File: src/rtl/led_seq_pkg.sv
package led_seq_pkg;
  localparam int NUM_STAGES = 4;
  localparam int STAGE_W    = 2;
  localparam int PAT_W      = 8;
  localparam int NUM_LEDS   = PAT_W / NUM_STAGES;
  localparam int REG_PAT    = 8;
  localparam int REG_COMMIT = 7;
  localparam int COMMIT_VAL = 1;

  typedef logic [STAGE_W-1:0] stage_t;
  typedef logic [PAT_W-1:0]   pat_t;
endpackage

File: src/rtl/led_seq_timer.sv
module led_seq_timer
  import led_seq_pkg::*;
#(
  parameter int STAGE_CYCLES = 1000
) (
  input  logic   clk_i,
  input  logic   rst_ni,
  output stage_t stage_o,
  output logic   wrap_o
);
  localparam int CNT_W = (STAGE_CYCLES > 1) ? $clog2(STAGE_CYCLES) : 1;
  localparam logic [CNT_W-1:0] CNT_LAST  = CNT_W'(STAGE_CYCLES - 1);
  localparam stage_t           STAGE_END = STAGE_W'(NUM_STAGES - 1);

  logic [CNT_W-1:0] cnt_q;
  stage_t           stage_q;
  logic             stage_done;

  assign stage_done = (cnt_q == CNT_LAST);
  assign wrap_o     = stage_done && (stage_q == STAGE_END);
  assign stage_o    = stage_q;

  always_ff @(posedge clk_i or negedge rst_ni) begin
    if (!rst_ni) begin
      cnt_q   <= '0;
      stage_q <= '0;
    end else if (stage_done) begin
      cnt_q   <= '0;
      stage_q <= stage_q + stage_t'(1);
    end else begin
      cnt_q   <= cnt_q + CNT_W'(1);
    end
  end

  a_r2_stage_hold: assert property (@(posedge clk_i) disable iff (!rst_ni)
    (cnt_q != CNT_LAST) |=> $stable(stage_q));
  a_r2_stage_wrap: assert property (@(posedge clk_i) disable iff (!rst_ni)
    (cnt_q == CNT_LAST && stage_q == STAGE_END) |=> (stage_q == '0));
endmodule

File: src/rtl/led_seq_regs.sv
module led_seq_regs
  import led_seq_pkg::*;
#(
  parameter int ADDR_W = 4
) (
  input  logic              clk_i,
  input  logic              rst_ni,
  input  logic              wr_en_i,
  input  logic [ADDR_W-1:0] wr_addr_i,
  input  pat_t              wr_data_i,
  input  logic              wrap_i,
  output pat_t              active_o
);
  localparam logic [ADDR_W-1:0] ADDR_PAT    = ADDR_W'(REG_PAT);
  localparam logic [ADDR_W-1:0] ADDR_COMMIT = ADDR_W'(REG_COMMIT);

  pat_t staged_q, pend_q, active_q;
  logic pend_vld_q;
  logic pat_wr, commit_wr;

  assign pat_wr    = wr_en_i && (wr_addr_i == ADDR_PAT);
  assign commit_wr = wr_en_i && (wr_addr_i == ADDR_COMMIT) && (wr_data_i == pat_t'(COMMIT_VAL));
  assign active_o  = active_q;

  always_ff @(posedge clk_i or negedge rst_ni) begin
    if (!rst_ni) begin
      staged_q   <= '0;
      pend_q     <= '0;
      pend_vld_q <= 1'b0;
      active_q   <= '0;
    end else begin
      if (pat_wr) staged_q <= wr_data_i;
      // hand over the armed pattern at the cycle seam; a same-cycle commit re-arms
      if (wrap_i && pend_vld_q) begin
        active_q   <= pend_q;
        pend_vld_q <= 1'b0;
      end
      if (commit_wr) begin
        pend_q     <= staged_q;
        pend_vld_q <= 1'b1;
      end
    end
  end

  a_r6_active_only_at_wrap: assert property (@(posedge clk_i) disable iff (!rst_ni)
    !wrap_i |=> $stable(active_q));
  a_r6_commit_lands: assert property (@(posedge clk_i) disable iff (!rst_ni)
    (wrap_i && pend_vld_q) |=> (active_q == $past(pend_q)));
  a_r5_staged_hold: assert property (@(posedge clk_i) disable iff (!rst_ni)
    !pat_wr |=> $stable(staged_q));
  a_r8_other_addr: assert property (@(posedge clk_i) disable iff (!rst_ni)
    (wr_en_i && wr_addr_i != ADDR_PAT && wr_addr_i != ADDR_COMMIT)
      |=> ($stable(staged_q) && $stable(pend_q)));
  a_r9_pending_kept: assert property (@(posedge clk_i) disable iff (!rst_ni)
    !commit_wr |=> $stable(pend_q));
endmodule

File: src/rtl/led_seq_out.sv
module led_seq_out
  import led_seq_pkg::*;
(
  input  stage_t active_stage_i,
  input  pat_t   pat_i,
  output logic   red_o,
  output logic   green_o
);
  logic [NUM_LEDS-1:0] lit;

  // LED c owns a NUM_STAGES-wide field, stage 0 at its top bit
  for (genvar c = 0; c < NUM_LEDS; c++) begin : g_led
    logic [NUM_STAGES-1:0] field;
    assign field  = pat_i[PAT_W-1-c*NUM_STAGES -: NUM_STAGES];
    assign lit[c] = field[STAGE_W'(NUM_STAGES-1) - active_stage_i];
  end

  assign red_o   = lit[0];
  assign green_o = lit[1];
endmodule

File: src/rtl/led_phase_seq.sv
module led_phase_seq
  import led_seq_pkg::*;
#(
  parameter int ADDR_W       = 4,
  parameter int STAGE_CYCLES = 1000
) (
  input  logic              clk_i,
  input  logic              rst_ni,
  input  logic              wr_en_i,
  input  logic [ADDR_W-1:0] wr_addr_i,
  input  logic [7:0]        wr_data_i,
  output logic              red_o,
  output logic              green_o
);
  stage_t stage;
  logic   wrap;
  pat_t   active;

  led_seq_timer #(.STAGE_CYCLES(STAGE_CYCLES)) u_timer (
    .clk_i   (clk_i),
    .rst_ni  (rst_ni),
    .stage_o (stage),
    .wrap_o  (wrap)
  );

  led_seq_regs #(.ADDR_W(ADDR_W)) u_regs (
    .clk_i     (clk_i),
    .rst_ni    (rst_ni),
    .wr_en_i   (wr_en_i),
    .wr_addr_i (wr_addr_i),
    .wr_data_i (wr_data_i),
    .wrap_i    (wrap),
    .active_o  (active)
  );

  led_seq_out u_out (
    .active_stage_i (stage),
    .pat_i          (active),
    .red_o          (red_o),
    .green_o        (green_o)
  );

  a_r1_dark_until_commit: assert property (@(posedge clk_i) disable iff (!rst_ni)
    (active == '0) |-> (!red_o && !green_o));
endmodule

File: config.mk
export PLATFORM = sky130hd
export DESIGN_NAME = led_phase_seq
export DESIGN_NICKNAME = d
export VERILOG_FILES = /design/src/rtl/led_seq_pkg.sv /design/src/rtl/led_seq_timer.sv /design/src/rtl/led_seq_regs.sv /design/src/rtl/led_seq_out.sv /design/src/rtl/led_phase_seq.sv
export SDC_FILE = /design/constraint.sdc
export NUM_CORES = 1
export LEC_CHECK = 0
export CAP_MARGIN = 30
export CORE_AREA = 2 2 57 59
export CTS_CLUSTER_SIZE = 10
export DETAILED_ROUTE_END_ITERATION = 10
export DIE_AREA = 0 0 59 61
export DONT_BUFFER_PORTS = 1
export GPL_TIMING_DRIVEN = 0
export PLACE_DENSITY = 0.72
export SYNTH_ARGS = -nofsm -noshare
export SYNTH_HDL_FRONTEND = slang
export SYNTH_SLANG_ARGS = --single-unit
File: constraint.sdc
create_clock -name clk_i -period 1.85 [get_ports clk_i]
set_clock_uncertainty 0.1 [all_clocks]
set_input_delay 0.0925 -clock clk_i [delete_from_list [all_inputs] [get_ports clk_i]]
set_output_delay 0.0925 -clock clk_i [all_outputs]
set_load 0.01 [all_outputs]
---- Yosys cells after proc, flatten, opt, wreduce, memory -nomap -nowiden ----
Cells that the tools add are included.
Widths: inputs -> output; s select.
storage, ports and cells
  register bits ........................... 37
  word-level logic and storage cells ...... 28
  output and inout bits ................... 2
operators by class
  add/subtract/negate cells ............... 3
  muxes and demuxes ....................... 7
  reduce and logical (&&, ||, !) cells .... 6
  magnitude comparators ................... 1
  eq/ne operators ......................... 5
operator list
  operator               count
  $add 10x1->10 const B  1
  $eq 10x10->1 const B   1
  $mux 10                1
  $eq 8x1->1 const B     1
  $logic_and 1x1->1      5
  $bmux 1 s2             2
  $eq 4x3->1 const B     1
  $eq 4x4->1 const B     1
  $mux 1                 4
  $lt 2x3->1 const B     1
  $add 2x1->2 const B    1
  $eq 2x2->1 const B     1
  $reduce_bool 2->1      1
  $sub 2x2->2 const A    1

---- Logic depth before layout (Yosys ltp) ----
  depth after elaboration ................. 5
  depth in mapped cells ................... 6
  mapped depth without buffers ............ 5

---- Hierarchy ----
A second synthesis with hierarchy kept.
second synthesis, totals
  cell total of the unflattened synthesis .. 113
  area, all modules ....................... 1646.6 um^2
by module, submodules not included
  module         cells an instance  times used  area each (um^2)  sequential area each (um^2)
  led_seq_regs   59                 1           1003.5            625.6
  led_seq_timer  52                 1           590.6             300.3
  led_seq_out    2                  1           52.6              0.0

---- Worst setup path after synthesis ----
Ideal clock, no wire load.
  path kind ............................... flip-flop to flip-flop
  start ................................... register u_timer.cnt_q[0]
  end ..................................... register u_regs.active_q[0], in the netlist u_regs.active_o[0]
  stages on the path, launching flop included .. 7
  data arrival time ....................... 1597 ps
  data required time ...................... 1625 ps
  buffers on the path ..................... 1
  slack ................................... 28 ps
  cells stage by stage .................... dfrtp_1 -> ha_1 -> nand2_1 -> nor4_1 -> and3_1 -> buf_2 -> mux2_2
between the ends
  longest elaborated chain between the ends .. 3
ends and longest elaborated chain
  what                    line                 text
  from (decl)             led_seq_timer.sv:15  logic [CNT_W-1:0] cnt_q;
  from (signal assigned)  led_seq_timer.sv:31  cnt_q <= cnt_q + CNT_W'(1);
  $eq 10x10->1            led_seq_timer.sv:19  assign stage_done = (cnt_q == CNT_LAST);
  $logic_and 1x1->1       led_seq_timer.sv:20  assign wrap_o = stage_done && (stage_q == STAGE_END);
  $logic_and 1x1->1       led_seq_regs.sv:34   if (wrap_i && pend_vld_q) begin
  to (signal assigned)    led_seq_regs.sv:35   active_q <= pend_q;
  to (decl)               led_seq_regs.sv:17   pat_t staged_q, pend_q, active_q;
Every way passes these cells.
A chain may end at the register's enable or synchronous reset.

---- Worst setup path after layout ----
  start ................................... register u_timer.cnt_q[1]
  end ..................................... register u_regs.active_q[5], in the netlist u_regs.active_o[5]
The elaborated chain is that of the path after synthesis.

==> qor.csv <==
metric,value,unit
cp.arrival,1.94,ns
reg2reg_slack,0.03,ns
n_antenna_cell,0,
p_int,0.00105,W
hold_depth,4,
critPathLaunchType,flip-flop,
clockBufferDepth,2,
grt-ovfl-total,0,
synth.distinct_cells,28,
slew_violations,0,
leakage,0.917,nW
io_pins,17,
ant_nets,0,
start_util,54.2,%
drt-met1-wl,1100,um
synth_edf_count,0,
highest_layer,met4,
final-setup-viol-count,0,
worst-path-buf-inv,1,
area_growth,20.7,%
end_kind,flip-flop,
grt_pass1_vias,1060,
hold_end,u_regs.pend_vld_q$_DFFE_PN0P_,
synth-main-ff-cell,dfrtp_1,
wl_met3,110,um
dp_hpwl,1750,um
avgSynthCellArea,14.4,sq um
cap_violations,0,
power_frac_seq,64.4,%
cp_num_cells,6,
cp_cell_sequence,ha_4 > nand2_4 > nor4_4 > and3_1 > buf_6 > mux2_4,
synth_commonest_cells,"37 x dfrtp_1, 23 x mux2_2, 7 x nor2_1, 4 x nand2_1, 4 x nand3_1",
synth_top_area_share,57.9,%
htreeDepth,2,
p_clk_share,29.1,%
drc,0,
powerDensity,700,nW/um^2
reg2regPathDepth,6,
track_usage,17.2,%
vdd_ir_drop_max,622,uV
tightest_slew,0.415,ns
synth_most_common_cell,dfrtp_1,
relSlewSlack,72.1,%
dr.pass1.iters,3,
cp_top_family,simple AND/OR/NAND/NOR gates,
synth_top_cell_by_area,dfrtp_1,
wirelength,2570,um
slowest_stage,dfrtp_1,
vias_per_cell,5.67,
io_buffers,0,
min_period,1.82,ns
combPwrFrac,6.6,%
r2r-start,u_timer.cnt_q[1]$_DFF_PN0_,
grt_max_degree,38,
finalWorstSetupSlack,0.0318,ns
die_h,61,um
hold_path.class,primary input to flip-flop,
cts_root_buf,clkbuf_4,
setup-tns-final,0,ns
clk_latency,0.33,ns
numCtsBuffers,5,
syn-cell-area,1600,sq um
gp_congestion,0.805,
num_rows,20,
cts_sinks,37,
grt_pass1_wl,4450,um
syn_nets,128,
drtIter0Drc,34,
wl_per_cell,15.2,um
max_clock_freq,0.550,GHz
run_status,finished clean,
rsz0062_at_grt,true,
slowest_delay,0.41,ns
antenna_found_initial,0,
critical_path_required,1.97,ns
hp-start,wr_data_i[6],
yosys_warnings,0,
crit_fanout,8,
path_clk_slew,0.10,ns
swShare,22.4,%
timing.final.hold_violations,0,
dr_total_vias,959,
synth_area_leaders,"dfrtp_1 58%, mux2_2 16%, mux2_4 2.8%",
ys_ff_latch,37,
crit_type,flip-flop to flip-flop,
dp_cells,144,
power.switching,0.000304,W
layout.nets,152,
instances_no_fill,169,
cts_tree,done,
reg2reg_to,u_regs.active_o[5]$_DFFE_PN0P_,
final_layout_size_suffix_gt1_share,37.5,%
synth_cells,111,
wl_met2,1300,um
fillers,222,
async_reset_ff_share,100,%
core,2950,sq um
dieArea,3600,sq um
die-width,59,um
fin_crit_sh,98.3,%
ys_seq_area_share,57.9,%
dpl_worst_slack,-0.170,ns
[state kept, by name, summed over array words and instances (netlist names)]
register / flops
u_timer.cnt_q: 10
u_regs.active_o: 8
u_regs.pend_q: 8
u_regs.staged_q: 8
u_timer.stage_o: 2
u_regs.pend_vld_q: 1
[metal layers]
metal / global-route usage, % / up-vias
met5: 0 / -
met1: 19.5 / 481
met4: 8.44 / 0
li1: - / 451
met3: 6.61 / 6
met2: 28.7 / 21
[layout by cell type, fill, tap and decap left out, drive strengths merged]
cell type	count
and4bb	1
nor2b	1
a21bo	1
or3	1
o22a	1
xnor2	3
dfrtp	37
a21oi	1
mux4	2
nor3	3
and2	1
buf	8
or2	1
ha	2
nand2	4
nor4	2
nand4	1
nand3	4
mux2	26
and4b	1
nor2	7
and3	2
o21ai	2
clkinv	2
or4b	1
xor2	3
clkbuf	7
dlygate4sd3	11
[worst max path at each step]
stage,end,start,slack (ns)
after CTS,u_regs.active_o[0]$_DFFE_PN0P_,u_timer.cnt_q[4]$_DFF_PN0_,-0.002
after detailed placement,u_regs.active_o[0]$_DFFE_PN0P_,u_timer.cnt_q[0]$_DFF_PN0_,-0.17
final,u_regs.active_o[5]$_DFFE_PN0P_,u_timer.cnt_q[1]$_DFF_PN0_,0.03
after global routing,u_regs.active_o[3]$_DFFE_PN0P_,u_timer.cnt_q[1]$_DFF_PN0_,-0.04
after global placement,u_regs.active_o[6]$_DFFE_PN0P_,u_timer.cnt_q[0]$_DFF_PN0_,-0.16
after floorplan,u_regs.active_o[0]$_DFFE_PN0P_,u_timer.cnt_q[0]$_DFF_PN0_,0.03
[worst register-to-register path, stage by stage (launching register included)]
cell	delay (ns)
dfrtp_1	0.41
ha_4	0.17
nand2_4	0.06
nor4_4	0.29
and3_1	0.20
buf_6	0.16
mux2_4	0.31
[cell type report]
cell class | count | area (sq um) | area share [%]
Timing Repair Buffer | 17 | 168 | 8.68
Tap cell | 33 | 41.3 | 2.14
Buffer | 3 | 20.0 | 1.04
Sequential cell | 37 | 926 | 48.0
Clock inverter | 2 | 10.0 | 0.518
Multi-Input combinational cell | 71 | 724 | 37.5
Clock buffer | 6 | 41.3 | 2.14
[stage by stage]
| step | util (%) | instance area (sq um) | power, W | hold WS [ns] |
|---|---|---|---|---|
| 2_1_floorplan | - | 1600 | 0.000922 | -0.303 |
| 3_3_place_gp | 55.6 | 1640 | 0.000929 | -0.302 |
| 3_5_place_dp | 55.6 | 1640 | 0.000934 | -0.302 |
| 4_1_cts | 62.6 | 1850 | 0.00138 | 0.0589 |
| 5_1_grt | 65.4 | 1930 | 0.00143 | 0.0682 |
| 6_report | 65.4 | 1930 | 0.00135 | 0.0712 |
[repair_timing]
item	4_1_cts	5_1_grt
pin swaps	1	3
buffers inserted	2	3
gates resized for setup	3	13
endpoints found under the setup margin	10	10
hold buffers	12	0
endpoints found under the hold margin	54	0
[power by group through the flow]
stage / Combinational (W) / Clock [W] / Sequential (W)
after floorplan: 0.0000429 / 0 / 0.000879
after global placement: 0.0000443 / 0 / 0.000885
after detailed placement: 0.0000469 / 0 / 0.000887
after CTS: 0.0000902 / 0.000417 / 0.000871
after global routing: 0.0000976 / 0.000461 / 0.000876
final: 0.0000886 / 0.000393 / 0.000870
[cell families after synthesis]
logic type | after synthesis | synth area share, %
AOI/OAI and AO/OA | 5 | 2.11
xor gates and xnor gates | 6 | 3.29
adders and majority gates | 2 | 1.56
buffers and inverters | 3 | 0.861
DFF | 37 | 57.9
muxes | 28 | 21.8
and+or+nand+nor | 30 | 12.4
Power figures use the tool's default switching activity.
